[src/rtl/accu_pkg.sv]
// Shared opcode encoding for the working-register execution unit.
// Assumes a 5-bit opcode field; codes 23..31 behave as no-ops.
package accu_pkg;
    typedef enum logic [4:0] {
        OP_NOP = 5'd0,  OP_LD  = 5'd1,  OP_ST  = 5'd2,
        OP_ADD = 5'd3,  OP_ADC = 5'd4,  OP_SUB = 5'd5,  OP_SBC = 5'd6,
        OP_CMP = 5'd7,  OP_AND = 5'd8,  OP_OR  = 5'd9,  OP_XOR = 5'd10,
        OP_BIT = 5'd11, OP_RLC = 5'd12, OP_RRC = 5'd13, OP_ROL = 5'd14,
        OP_ROR = 5'd15, OP_SHL = 5'd16, OP_SHR = 5'd17, OP_BCC = 5'd18,
        OP_BCS = 5'd19, OP_BEQ = 5'd20, OP_BNE = 5'd21, OP_BRA = 5'd22
    } accu_op_e;
endpackage

[src/rtl/accu_arith.sv]
// Arithmetic, logic, compare and bit-test datapath (purely combinational).
// Assumes the caller decides whether the result is written back; for
// compare and bit test the result is returned but must not be stored.
module accu_arith
    import accu_pkg::*;
#(
    parameter int DATA_W = 8,
    localparam int CNT_W = $clog2(DATA_W)
) (
    input  accu_op_e          op,
    input  logic [DATA_W-1:0] acc,
    input  logic [DATA_W-1:0] operand,
    input  logic              c_in,
    input  logic [CNT_W-1:0]  bit_sel,
    output logic [DATA_W-1:0] res,
    output logic              c_out,
    output logic              z_out
);
    logic [DATA_W:0] sum;
    logic [DATA_W:0] diff;
    logic            use_c;

    // Sum and difference with optional incoming carry/borrow.
    always_comb begin
        use_c = (op == OP_ADC || op == OP_SBC) ? c_in : 1'b0;
        sum   = {1'b0, acc} + {1'b0, operand} + {{DATA_W{1'b0}}, use_c};
        diff  = {1'b0, acc} - {1'b0, operand} - {{DATA_W{1'b0}}, use_c};
    end

    // Select result and flags per operation class.
    always_comb begin
        res   = acc;
        c_out = c_in;
        unique case (op)
            OP_ADD, OP_ADC:         begin res = sum[DATA_W-1:0];  c_out = sum[DATA_W];  end
            OP_SUB, OP_SBC, OP_CMP: begin res = diff[DATA_W-1:0]; c_out = diff[DATA_W]; end
            OP_AND: res = acc & operand;
            OP_OR:  res = acc | operand;
            OP_XOR: res = acc ^ operand;
            default: res = acc;
        endcase
        z_out = (op == OP_BIT) ? ~acc[bit_sel] : (res == '0);
    end
endmodule

[src/rtl/accu_shifter.sv]
// Rotate and shift network: every count is precomputed in parallel and the
// requested one is selected, so a multi-bit move finishes in one cycle.
// Assumes a count of 0 means "no movement" for every variant.
module accu_shifter
    import accu_pkg::*;
#(
    parameter int DATA_W = 8,
    localparam int CNT_W = $clog2(DATA_W)
) (
    input  accu_op_e          op,
    input  logic [DATA_W-1:0] acc,
    input  logic              c_in,
    input  logic [CNT_W-1:0]  count,
    output logic [DATA_W-1:0] res,
    output logic              c_out
);
    logic [DATA_W-1:0] circ_l [DATA_W];
    logic [DATA_W-1:0] circ_r [DATA_W];
    logic [DATA_W:0]   thru_l [DATA_W];   // {C, register}
    logic [DATA_W:0]   thru_r [DATA_W];   // {C, register}
    logic [DATA_W:0]   lsh    [DATA_W];   // {C, register}
    logic [DATA_W:0]   rsh    [DATA_W];   // {register, C}
    logic [DATA_W:0]   ring;

    assign ring = {c_in, acc};

    for (genvar k = 0; k < DATA_W; k++) begin : g_cnt
        if (k == 0) begin : g_zero
            assign circ_l[k] = acc;
            assign circ_r[k] = acc;
            assign thru_l[k] = ring;
            assign thru_r[k] = ring;
            assign lsh[k]    = {c_in, acc};
            assign rsh[k]    = {acc, c_in};
        end else begin : g_move
            assign circ_l[k] = {acc[DATA_W-1-k:0], acc[DATA_W-1:DATA_W-k]};
            assign circ_r[k] = {acc[k-1:0], acc[DATA_W-1:k]};
            assign thru_l[k] = {ring[DATA_W-k:0], ring[DATA_W:DATA_W-k+1]};
            assign thru_r[k] = {ring[k-1:0], ring[DATA_W:k]};
            assign lsh[k]    = {acc[DATA_W-k:0], {k{1'b0}}};
            assign rsh[k]    = {{k{1'b0}}, acc[DATA_W-1:k-1]};
        end
    end

    // Pick the variant and the count-selected candidate.
    always_comb begin
        res   = acc;
        c_out = c_in;
        unique case (op)
            OP_RLC: begin
                res   = circ_l[count];
                c_out = (count == '0) ? c_in : circ_l[count][0];
            end
            OP_RRC: begin
                res   = circ_r[count];
                c_out = (count == '0) ? c_in : circ_r[count][DATA_W-1];
            end
            OP_ROL:  {c_out, res} = thru_l[count];
            OP_ROR:  {c_out, res} = thru_r[count];
            OP_SHL:  {c_out, res} = lsh[count];
            OP_SHR:  {res, c_out} = rsh[count];
            default: res = acc;
        endcase
    end
endmodule

[src/rtl/accu_branch.sv]
// Conditional/unconditional branch resolution against the registered flags.
// Assumes flags and validity bits reflect the previous issued instruction.
module accu_branch
    import accu_pkg::*;
#(
    parameter int DATA_W = 8
) (
    input  accu_op_e          op,
    input  logic              op_valid,
    input  logic              c_flag,
    input  logic              z_flag,
    input  logic              c_valid,
    input  logic              z_valid,
    input  logic [DATA_W-1:0] offset_in,
    output logic              taken,
    output logic [DATA_W-1:0] offset_out
);
    // Decide the branch and gate the offset.
    always_comb begin
        unique case (op)
            OP_BCC:  taken = c_valid & ~c_flag;
            OP_BCS:  taken = c_valid &  c_flag;
            OP_BEQ:  taken = z_valid &  z_flag;
            OP_BNE:  taken = z_valid & ~z_flag;
            OP_BRA:  taken = 1'b1;
            default: taken = 1'b0;
        endcase
        taken      = taken & op_valid;
        offset_out = taken ? offset_in : '0;
    end
endmodule

[src/rtl/accu_exec_unit.sv]
// Top of the working-register execution unit: holds the register, C and Z
// with per-flag validity, and merges the datapath results.
// Assumes at most one instruction per cycle, flagged by op_valid.
module accu_exec_unit
    import accu_pkg::*;
#(
    parameter int DATA_W = 8,
    localparam int CNT_W = $clog2(DATA_W)
) (
    input  logic              clk,
    input  logic              rst_n,
    input  logic              op_valid,
    input  logic [4:0]        op_code,
    input  logic [DATA_W-1:0] operand,
    input  logic [CNT_W-1:0]  shift_cnt,
    output logic [DATA_W-1:0] acc_out,
    output logic              c_flag,
    output logic              z_flag,
    output logic              c_valid,
    output logic              z_valid,
    output logic              br_taken,
    output logic [DATA_W-1:0] br_offset
);
    accu_op_e          op;
    logic [DATA_W-1:0] acc_q, acc_d, ar_res, sh_res;
    logic              c_q, c_d, z_q, z_d, cv_q, cv_d, zv_q, zv_d;
    logic              ar_c, ar_z, sh_c;

    assign op = accu_op_e'(op_code);

    accu_arith #(.DATA_W(DATA_W)) u_arith (
        .op(op), .acc(acc_q), .operand(operand), .c_in(c_q),
        .bit_sel(shift_cnt), .res(ar_res), .c_out(ar_c), .z_out(ar_z)
    );

    accu_shifter #(.DATA_W(DATA_W)) u_shift (
        .op(op), .acc(acc_q), .c_in(c_q), .count(shift_cnt),
        .res(sh_res), .c_out(sh_c)
    );

    accu_branch #(.DATA_W(DATA_W)) u_branch (
        .op(op), .op_valid(op_valid), .c_flag(c_q), .z_flag(z_q),
        .c_valid(cv_q), .z_valid(zv_q), .offset_in(operand),
        .taken(br_taken), .offset_out(br_offset)
    );

    // Next-state selection for register, flags and validity bits.
    always_comb begin
        acc_d = acc_q;
        c_d   = c_q;
        z_d   = z_q;
        cv_d  = cv_q;
        zv_d  = zv_q;
        if (op_valid) begin
            unique case (op)
                OP_LD: begin
                    acc_d = operand;
                    cv_d  = 1'b0;
                    zv_d  = 1'b0;
                end
                OP_ADD, OP_ADC, OP_SUB, OP_SBC: begin
                    acc_d = ar_res; c_d = ar_c; z_d = ar_z;
                    cv_d  = 1'b1;   zv_d = 1'b1;
                end
                OP_CMP: begin
                    c_d  = ar_c; z_d  = ar_z;
                    cv_d = 1'b1; zv_d = 1'b1;
                end
                OP_AND, OP_OR, OP_XOR: begin
                    acc_d = ar_res; z_d = ar_z;
                    cv_d  = 1'b0;   zv_d = 1'b1;
                end
                OP_BIT: begin
                    z_d  = ar_z;
                    cv_d = 1'b0; zv_d = 1'b1;
                end
                OP_RLC, OP_RRC, OP_ROL, OP_ROR, OP_SHL, OP_SHR: begin
                    acc_d = sh_res; c_d = sh_c; z_d = (sh_res == '0);
                    cv_d  = 1'b1;   zv_d = 1'b1;
                end
                default: begin
                    cv_d = 1'b0;
                    zv_d = 1'b0;
                end
            endcase
        end
    end

    // State registers with synchronous active-low reset.
    always_ff @(posedge clk) begin
        if (!rst_n) begin
            acc_q <= '0;
            c_q   <= 1'b0;
            z_q   <= 1'b0;
            cv_q  <= 1'b0;
            zv_q  <= 1'b0;
        end else begin
            acc_q <= acc_d;
            c_q   <= c_d;
            z_q   <= z_d;
            cv_q  <= cv_d;
            zv_q  <= zv_d;
        end
    end

    assign acc_out = acc_q;
    assign c_flag  = c_q;
    assign z_flag  = z_q;
    assign c_valid = cv_q;
    assign z_valid = zv_q;
endmodule

[config.mk]
export PLATFORM = sky130hd
export DESIGN_NAME = accu_exec_unit
export DESIGN_NICKNAME = d
export VERILOG_FILES = /design/src/rtl/accu_pkg.sv /design/src/rtl/accu_arith.sv /design/src/rtl/accu_shifter.sv /design/src/rtl/accu_branch.sv /design/src/rtl/accu_exec_unit.sv
export SDC_FILE = /design/constraint.sdc
export NUM_CORES = 1
export LEC_CHECK = 0
export CAP_MARGIN = 20
export CORE_MARGIN = 1
export CORE_UTILIZATION = 45
export DETAILED_ROUTE_END_ITERATION = 8
export HOLD_SLACK_MARGIN = 0.05
export MAX_ROUTING_LAYER = met4
export PLACE_DENSITY = 0.65
export SYNTH_ARGS = -nofsm -noshare
export SYNTH_HDL_FRONTEND = slang
export SYNTH_SLANG_ARGS = --single-unit
[constraint.sdc]
create_clock -name clk -period 3.3 [get_ports clk]
set_clock_uncertainty 0.05 [all_clocks]
set_input_delay 0.495 -clock clk [delete_from_list [all_inputs] [get_ports clk]]
set_output_delay 0.495 -clock clk [all_outputs]
set_load 0.1 [all_outputs]
==> out/metrics.json, run 1 <==
{
  "stdcell_area_um2": 4803,
  "cp_cell_sequence": "dlygate4sd2_1 > or2_4 > nor2_1 > nand3_1 > fa_2 > fa_2 > o21a_1 > o221ai_2 > xnor2_1 > a221oi_1 > a2bb2oi_2 > or2_0 > a221oi_2",
  "setup.worst_path.start_class": "input pin",
  "status": "finished, final reports clean",
  "yosys_most_used_dff": "dfxtp_1",
  "first_drt_iteration_drcs": 505,
  "seqPwrFrac_pct": 15.2,
  "design.final.nets": 603,
  "grtUsageMet3_pct": 5.691,
  "worst_path_most_repeated_cell": "fa_2",
  "post-dp-hpwl_mm": 10.76,
  "coreArea_um2": 7848,
  "crit_type": "input pin to flip-flop",
  "max-clock-path-buffers": 2,
  "cts_root_buffer": "clkbuf_8",
  "data_arrival_time_of_the_worst_path_ns": 3.25,
  "buffer_ports.inserted": 39,
  "wl_mm": 14.44,
  "critical-path-top-delay-family": "compound AO/OA/AOI/OAI gates",
  "slew_violations": 0,
  "share_clk_of_total_power_pct": 14.3,
  "overflow": 0,
  "placement_rows": 32,
  "initial_standard_cell_utilization_of_the_core_pct": 47.46,
  "synthesis.nets": 543,
  "remaining_drc_errors": 0,
  "rsz_0062_raised_after_global_routing": "false",
  "comb_power_share_pct": 70.5,
  "clk_latency_ns": 0.25,
  "async_reset_ff_share_pct": 0,
  "reg2reg_from": "acc_out[3]",
  "number_of_cells_on_the_worst_hold_path": 2,
  "cellPowerDensity_nw_per_um2": 244.1,
  "synth_top_area_cell": "ha_1",
  "min_period_over_period_pct": 95.15,
  "max_cap_violations": 0,
  "power.static_leakage_nw": 1.907,
  "timing.critical_path.to_type": "flip-flop",
  "avgSynthCellArea_um2": 7.602,
  "final_gp_congestion": 1.017,
  "synthesis.area_um2": 3725,
  "post_synth_edffs": 0,
  "worst_hold_startpoint": "z_valid",
  "synthesis.yosys.warnings": 0,
  "grt_util_met1_pct": 50.13,
  "synth_cell_types": 83,
  "grt_start_max_net_pins": 49,
  "worst-r2r-cell-count": 10,
  "cts.reportedPaths.clkPinSlew_ns": 0.06,
  "grt_util_met2_pct": 52.70,
  "detail_route.first_pass.iterations": 5,
  "timing.critical_path.required_ns": 3.41,
  "per_cell_routed_wire_length_um": 22.15,
  "cts_sinks": 12,
  "cts_max_level": 1,
  "critical-path-max-stage-delay_ns": 0.38,
  "grt_resource_usage_total_pct": 35.19,
  "max_slew.worst_pin.slew_ns": 0.9594,
  "setup.reg_to_reg.worst_slack_ns": 0.40,
  "hold_class": "flip-flop to flip-flop",
  "crit_slowest_cell": "fa_2",
  "layout-area-overhead-vs-synth_pct": 28.96,
  "netlist.area_leader.share_pct": 10.08,
  "synthCells": 490,
  "reg2reg_to": "acc_out[6]",
  "grt_antenna_before_repair": 1,
  "max_slew_headroom_pct": 35.84,
  "placed_area_um2": 4664,
  "ir_worst_vdd_uv": 132.2,
  "finalSetupViolations": 0,
  "ios": 40,
  "layout_cells_sized_above_1_pct": 26.96,
  "fp.dieH_um": 92.98,
  "yosys_register_bits": 12,
  "clock_tree_from_tritoncts": "built",
  "p_int_uw": 592.9,
  "timing.hold.worst_endpoint": "z_valid",
  "max_clock_freq_mhz": 318.5,
  "busiest_layer": "met2",
  "seq_area_frac_synth_pct": 6.449,
  "crit_fanout": 3,
  "cts_hold_repair.buffers": 0,
  "power.switching_fraction_pct": 49.42,
  "hold-worst-slack_ns": 0.4405,
  "switching_power_uw": 579.4,
  "route.vias.total": 4397,
  "die_area_um2": 8645,
  "viasPerCell": 6.744,
  "timing.final.hold_violations": 0,
  "cts_made_buffers": 3,
  "first_global_vias": 4133,
  "floorplan.die.width_um": 92.98,
  "ant_nets": 0,
  "worstPathBufferInverterCount": 1,
  "post_synth_main_area_contributors": "ha_1, mux4_2, dfxtp_1, nor2_1, nand3_1",
  "min_period_ns": 3.140,
  "grt_first_pass_wirelength_mm": 22.93
}
placed cells by master (no fill, tap or decap), types with 4 or more instances in the layout:
cell / instances
a21oi_1: 27
a31oi_1: 10
nor4_4: 8
nor2b_1: 4
and2_1: 4
mux4_2: 15
clkbuf_8: 4
a21o_1: 6
nor3_1: 8
nand2b_1: 10
nor2_1: 47
dfxtp_2: 4
or3_1: 10
nand4_1: 4
a211o_1: 5
o211ai_1: 7
o22ai_1: 5
clkdlybuf4s50_1: 16
buf_4: 66
nand3b_1: 4
buf_12: 12
mux2i_1: 13
o21ai_0: 27
nand2_1: 25
inv_1: 29
ha_1: 30
a211oi_1: 5
dfxtp_1: 8
nand3_1: 32
o21a_1: 6
xnor2_1: 5
mux2_2: 7
metrics by stage:
stage / std cells / setup WS [ns] / TNS, ns / power (mW) / utilization, %
2_1_floorplan: 490 / -0.007223 / -0.007223 / 0.7206 / -
3_3_place_gp: 642 / -0.3118 / -1.896 / 0.9567 / 59.44
3_5_place_dp: 642 / -0.4247 / -2.615 / 0.9613 / 59.44
4_1_cts: 651 / 0.06746 / 0 / 1.148 / 61.00
5_1_grt: 652 / 0.0002691 / 0 / 1.237 / 61.21
6_report: 652 / 0.1599 / 0 / 1.172 / 61.21
routing by layer:
layer  up-vias  share of wire [%]
li1       1985                  -
met1      2073                 43
met2       307                 44
met3        32                 11
met4         0                2.0
met5         -                  0
power by group through the flow:
stage | registers [mW] | logic [mW] | clock network [mW]
finish | 0.179 | 0.826 | 0.167
detailed placement | 0.180 | 0.781 | 0
global placement | 0.180 | 0.776 | 0
floorplan | 0.252 | 0.469 | 0
CTS | 0.178 | 0.806 | 0.165
global route | 0.180 | 0.883 | 0.174
registers in the layout, indices dropped and copies added (netlist names):
signal,count
acc_out,8
c_flag,1
c_valid,1
z_flag,1
z_valid,1
final cells by class:
type | instances | area [um^2]
diodes | 1 | 2.502
clock buffers | 4 | 55.05
fillers | 732 | 3044
inverters | 31 | 116.4
multi-input cells | 405 | 3342
flip-flops and latches | 12 | 245.2
well taps | 102 | 127.6
repair buffers | 97 | 914.6
cell usage after synthesis (3+ instances only):
master	count
ha_1	30
mux4_1	3
a21o_1	6
nand2_1	25
or2_2	3
a211o_1	5
mux2i_1	13
dfxtp_1	12
a2111oi_0	3
clkbuf_2	3
o211ai_1	7
mux4_2	15
mux2_2	7
nand3b_1	4
a21oi_1	27
and2_1	4
nor3_1	9
nor2_1	47
inv_1	29
o221ai_1	4
o22ai_1	5
a31oi_1	10
o21a_1	6
nand2b_1	10
o21ai_0	28
or3_1	10
a211oi_1	5
clkbuf_1	14
buf_4	4
nor4_1	8
fa_1	4
xnor2_1	5
a221oi_1	4
o2111a_1	3
nand4_1	4
o31ai_1	3
buf_2	18
nand3_1	32
nor2b_1	5
worst reg2reg max path: stages (launching register included):
cell and delay (ns):
dfxtp_2 0.54, inv_1 0.16, ha_1 0.35, ha_1 0.25, or3_1 0.37, o221ai_2 0.17, xnor2_1 0.15, a221oi_1 0.11
a2bb2oi_2 0.18, or2_0 0.24, a221oi_2 0.24
worst max path at each step:
stage,from,end,slack (ns),cells past startpoint
floorplan,op_code[1],br_offset[0],-0.007,8
global placement,op_code[4],acc_out[6],-0.31,13
detailed placement,op_code[4],acc_out[6],-0.42,13
CTS,op_code[4],acc_out[6],0.07,13
global route,op_code[4],acc_out[5],0.0003,15
finish,op_code[4],acc_out[6],0.16,13
logic make-up after synthesis:
family | count (synthesis) | synth area share, %
simple gates | 179 | 25.50
fa+ha+maj | 34 | 12.23
flops | 12 | 6.449
buf+inv | 73 | 9.103
mux | 38 | 16.80
compound gates | 147 | 28.28
xor+xnor | 7 | 1.646
timing repair:
item                                    in CTS  in global routing
endpoints found under the setup margin       6                  4
cloned                                       0                  0
setup buffers                                5                  0
pin swaps                                   11                  7
resized for setup                            8                  3
Power figures use the tool's default switching activity.
==> inputs of run 2 (changes only) <==
- SYNTH_HIERARCHICAL: unset -> 1
==> out/metrics.json, run 2 <==
{
  "cts_max_level": 1,
  "max_slew.worst_pin.slew_ns": 0.9853,
  "timing.critical_path.to_type": "flip-flop",
  "buffer_ports.inserted": 39,
  "final.setup.worst_slack_ns": -0.4538,
  "max_clock_freq_mhz": 266.4,
  "hold-worst-slack_ns": 0.4559,
  "rsz_0062_raised_after_global_routing": "true",
  "seq_area_frac_synth_pct": 5.797,
  "floorplan.die.width_um": 97.96,
  "setup.worst_path.start_class": "input pin",
  "layout_cells_sized_above_1_pct": 29.51,
  "grt_resource_usage_total_pct": 31.22,
  "synthesis.yosys.warnings": 6,
  "cp_cell_sequence": "buf_6 > or3b_4 > or3b_4 > fa_2 > buf_6 > ha_4 > o211ai_1 > a31oi_1 > xnor2_1 > a221o_1 > nand3b_1 > o31ai_2 > inv_1 > o211ai_1 > o211a_1",
  "timing.final.hold_violations": 0,
  "dp_slack_ns": -1.086,
  "first_drt_iteration_drcs": 319,
  "crit_type": "input pin to flip-flop",
  "remaining_drc_errors": 2,
  "cellPowerDensity_nw_per_um2": 227.6,
  "data_arrival_time_of_the_worst_path_ns": 3.90,
  "timing.critical_path.required_ns": 3.45,
  "synth_cell_types": 94,
  "finalSetupViolations": 5,
  "design.final.nets": 665,
  "per_cell_routed_wire_length_um": 20.51,
  "post-dp-hpwl_mm": 10.88,
  "max-clock-path-buffers": 2,
  "cts_made_buffers": 3,
  "largest_register_ffs": 8,
  "yosys_register_bits": 12,
  "min_period_over_period_pct": 113.8,
  "post_synth_main_area_contributors": "ha_1, dfxtp_1, mux4_1, mux2i_1, a21oi_1",
  "cts_sinks": 12,
  "wl_mm": 14.73,
  "first_global_vias": 4490,
  "avgSynthCellArea_um2": 7.863,
  "ant_nets": 0,
  "overflow": 0,
  "grt_antenna_before_repair": 0,
  "setup_total_negative_slack_ns": -1.581,
  "synth_top_area_cell": "ha_1",
  "fp.dieH_um": 97.96,
  "count_of_non_filler_cells_in_the_finished_layout": 718,
  "layout-area-overhead-vs-synth_pct": 25.79,
  "post_synth_edffs": 0,
  "max_slew_headroom_pct": 34.11,
  "max_cap_violations": 0,
  "top_cells_by_instance_count_after_synthesis": "inv_1, nor2_1, nand2_1, a21oi_1, ha_1",
  "netlist.area_leader.share_pct": 9.058,
  "synthesis.area_um2": 4144,
  "synth_most_common_cell": "inv_1",
  "crit_fanout": 2,
  "failed_checks": "DRC, setup timing",
  "n_antenna_cell": 0,
  "clk_latency_ns": 0.25,
  "placement_rows": 34,
  "cts.reportedPaths.clkPinSlew_ns": 0.06,
  "synthesis.nets": 580,
  "ios": 40,
  "crit_slowest_cell": "fa_2",
  "route.vias.total": 4691,
  "die_area_um2": 9596,
  "viasPerCell": 6.533,
  "cts_root_buffer": "clkbuf_8",
  "detail_route.first_pass.iterations": 9,
  "clock_tree_from_tritoncts": "built",
  "layout.cells.most_common_list": "buf_4, inv_1, nor2_1",
  "min_period_ns": 3.754,
  "totalPowerFinal_mw": 1.186,
  "grt_first_pass_wirelength_mm": 23.32,
  "final_common_cell": "buf_4",
  "status": "finished with violations",
  "ir_worst_vdd_uv": 128.1,
  "post-place-cells": 712,
  "initial_standard_cell_utilization_of_the_core_pct": 47.06,
  "slew_violations": 0,
  "hold_class": "flip-flop to flip-flop",
  "async_reset_ff_share_pct": 0,
  "power.static_leakage_nw": 2.132,
  "yosys_most_used_dff": "dfxtp_1",
  "final_gp_congestion": 0.9840,
  "synthCells": 527,
  "grt_start_max_net_pins": 51,
  "critical-path-max-stage-delay_ns": 0.43,
  "coreArea_um2": 8806
}
-- run 2: cell types whose count changed in the layout (fill, tap and decap cells not counted), moves of 7 or more --
cell      change
inv_1         +7
a21oi_2      +12
or3_1         -9
buf_4        +24
mux4_2       -10
a311oi_2      +7
nand3_1      -13
nand4_1      +11
nand2_1       +9
nor4_4        -8
nor2_1       -11
-- run 2: final timing paths --
kind	start	endpoint	slack (ns)	cells past startpoint
max	op_code[4]	z_flag	-0.45	15
max reg2reg	c_flag	z_flag	-0.04	13
min	c_valid	c_valid	0.46	2
min reg2reg	c_valid	c_valid	0.46	2
-- run 2: area by class of cell --
class,instances,area (um^2)
timing repair buffer,123,1120
fill,777,3593
sequential,12,241.5
inverter,38,142.6
clock buffer,3,41.29
tap,108,135.1
multi-input combinational,434,3532
-- run 2: routing by layer --
metal	vias up	part of all wire, %	global-route usage [%]
met3	51	6.6	2.291
met1	2197	42	39.61
met2	265	47	50.87
li1	2178	-	-
met4	0	4.6	13.75
met5	-	0	-
-- run 2: cells by family (layout without fill, tap and decap cells) --
kind of cell | Yosys count | after routing | synth area share, %
AO/OA/AOI/OAI | 177 | 177 | 32.22
multiplexers | 39 | 39 | 14.37
AND/OR/NAND/NOR | 174 | 174 | 23.40
adder cells (fa/ha/maj) | 34 | 34 | 10.99
flip-flops | 12 | 12 | 5.797
buffers and inverters | 81 | 164 | 11.11
XOR/XNOR | 10 | 10 | 2.113
-- run 2: metrics by stage --
step	cell area (um^2)	util [%]
5_1_grt	5213	59.19
6_report	5213	59.19
3_5_place_dp	5075	57.63
4_1_cts	5125	58.20
3_3_place_gp	5075	57.63
2_1_floorplan	4178	-
-- run 2: where the power goes --
part / internal, mW / switching, mW / total, mW
sequential: 0.156 / 0.0156 / 0.171
clock: 0.0810 / 0.0612 / 0.142
combinational: 0.359 / 0.513 / 0.873
total: 0.596 / 0.590 / 1.19
-- run 2: worst max-delay path, delay by kind of cell --
kind | cells | cell delay [ns]
adder cells (fa/ha/maj) | 2 | 0.68
XOR/XNOR | 1 | 0.11
AO/OA/AOI/OAI | 6 | 1.33
buffers and inverters | 3 | 0.29
AND/OR/NAND/NOR | 3 | 1.00
-- run 2: repair_timing --
action	in CTS	in global routing
hold buffers	0	0
resized for setup	16	14
setup endpoints to repair	10	7
buffers inserted	2	2
pin swaps	20	31
==> inputs of run 3 (changes only) <==
- GPL_TIMING_DRIVEN: unset -> 0
==> out/metrics.json, run 3 (synthesis results as in run 2) <==
{
  "hold_class": "flip-flop to flip-flop",
  "max_slew_headroom_pct": 33.91,
  "timing.critical_path.required_ns": 3.44,
  "per_cell_routed_wire_length_um": 20.47,
  "post-place-cells": 674,
  "ios": 40,
  "critical-path-top-delay-family": "compound AO/OA/AOI/OAI gates",
  "grt_util_met2_pct": 48.37,
  "cp_cell_sequence": "buf_12 > or3b_4 > or3b_4 > fa_2 > fa_2 > o21a_1 > o41a_1 > xor2_1 > a221oi_2 > a22oi_2 > o31ai_2 > inv_1 > o211ai_1 > o211a_1",
  "final_common_cell": "nor2_1",
  "grtUsageMet3_pct": 3.221,
  "clock_tree_from_tritoncts": "built",
  "wl_mm": 14.16,
  "min_period_over_period_pct": 118.0,
  "crit_slowest_cell": "or3b_4",
  "cts_sinks": 12,
  "max_slew.worst_pin.slew_ns": 0.9882,
  "failed_checks": "DRC, setup timing",
  "p_int_uw": 559.9,
  "grt_antenna_before_repair": 0,
  "grt_first_pass_wirelength_mm": 22.75,
  "setup_total_negative_slack_ns": -1.936,
  "largest_register_ffs": 8,
  "cts_hold_repair.buffers": 0,
  "min_period_ns": 3.893,
  "clk_latency_ns": 0.24,
  "data_arrival_time_of_the_worst_path_ns": 4.03,
  "n_antenna_cell": 0,
  "route.vias.total": 4520,
  "ant_nets": 0,
  "remaining_drc_errors": 2,
  "switching_power_uw": 574.1,
  "cts_max_level": 1,
  "placement_rows": 34,
  "layout_cells_sized_above_1_pct": 22.60,
  "crit_type": "input pin to flip-flop",
  "buffer_ports.inserted": 39,
  "post-dp-hpwl_mm": 10.46,
  "count_of_non_filler_cells_in_the_finished_layout": 692,
  "fp.dieH_um": 97.96,
  "multi_input_area_um2": 3530,
  "worstPathBufferInverterCount": 2,
  "first_drt_iteration_drcs": 333,
  "cts.reportedPaths.clkPinSlew_ns": 0.05,
  "design.final.nets": 639,
  "viasPerCell": 6.532,
  "first_global_vias": 4271,
  "cellPowerDensity_nw_per_um2": 230.3,
  "max-clock-path-buffers": 2,
  "layout.cells.most_common_list": "nor2_1, inv_1, nand2_1",
  "setup.worst_path.start_class": "input pin",
  "detail_route.first_pass.iterations": 7,
  "final_gp_congestion": 0.9986,
  "cts_made_buffers": 3,
  "busiest_layer": "met2",
  "initial_standard_cell_utilization_of_the_core_pct": 47.06,
  "layout-area-overhead-vs-synth_pct": 18.84,
  "share_clk_of_total_power_pct": 11.9,
  "overflow": 0,
  "critical-path-max-stage-delay_ns": 0.40,
  "crit_fanout": 8,
  "power.static_leakage_nw": 1.915,
  "timing.critical_path.to_type": "flip-flop",
  "seqPwrFrac_pct": 16.9,
  "grt_resource_usage_total_pct": 30.22,
  "area.sequential_um2": 241.5,
  "grt_start_max_net_pins": 17,
  "die_area_um2": 9596,
  "num-fill-cells": 858,
  "rsz_0062_raised_after_global_routing": "true",
  "timing.final.hold_violations": 0,
  "final.setup.worst_slack_ns": -0.5935,
  "comb_power_share_pct": 71.2,
  "ir_worst_vdd_uv": 137.3,
  "status": "finished with violations",
  "max_cap_violations": 0,
  "power.switching_fraction_pct": 50.62,
  "max_clock_freq_mhz": 256.8,
  "cts_root_buffer": "clkbuf_8",
  "slew_violations": 0,
  "floorplan.die.width_um": 97.96,
  "coreArea_um2": 8806,
  "finalSetupViolations": 6,
  "grt_util_met1_pct": 39.97
}
[run 3: power by group through the flow]
stage	registers [mW]	clock network (mW)	logic (mW)
after floorplan	0.253	0	0.487
after global placement	0.193	0	0.740
after detailed placement	0.194	0	0.748
after CTS	0.191	0.135	0.775
after global routing	0.194	0.142	0.869
final	0.191	0.135	0.808
[run 3: worst paths after layout]
path / from / to / slack [ns] / cells after the start
max: op_code[4] / z_flag / -0.59 / 14
min: c_valid / c_valid / 0.45 / 2
max reg2reg: c_flag / z_flag / -0.30 / 12
min reg2reg: c_valid / c_valid / 0.45 / 2
[run 3: tightest hold or removal path: cells and delay by family, from the launching register on]
kind,cells,cell delay [ns]
flops,1,0.32
simple gates,1,0.06
compound gates,1,0.06
[run 3: layout make-up]
cell class / count / area share [%]
plain buffers: 41 / 6.326
clock buffers: 3 / 0.8384
inverters: 38 / 2.896
multi-input cells: 434 / 71.67
flip-flops and latches: 12 / 4.903
well taps: 108 / 2.744
repair buffers: 56 / 10.62
[run 3: timing repair]
item | CTS | global route
gates resized for setup | 49 | 26
pin swaps | 27 | 16
setup endpoints to repair | 19 | 16
buffers inserted | 7 | 10
[run 3: per-stage QoR]
step	cell area, um^2	hold slack (ns)	total power, mW	util (%)	setup WS (ns)
after floorplan	4178	0.5784	0.7404	-	-0.5171
after global placement	4703	0.4303	0.9334	53.41	-1.771
final	4925	0.4522	1.134	55.93	-0.5935
after detailed placement	4703	0.4377	0.9418	53.41	-1.737
after global routing	4925	0.5018	1.206	55.93	-0.7512
after CTS	4835	0.4550	1.101	54.90	-0.7580
[run 3: routing by layer]
metal	vias up	wire length, um
li1	2123	-
met1	2121	6237
met2	232	6460
met3	44	1072
met4	0	393
met5	-	0
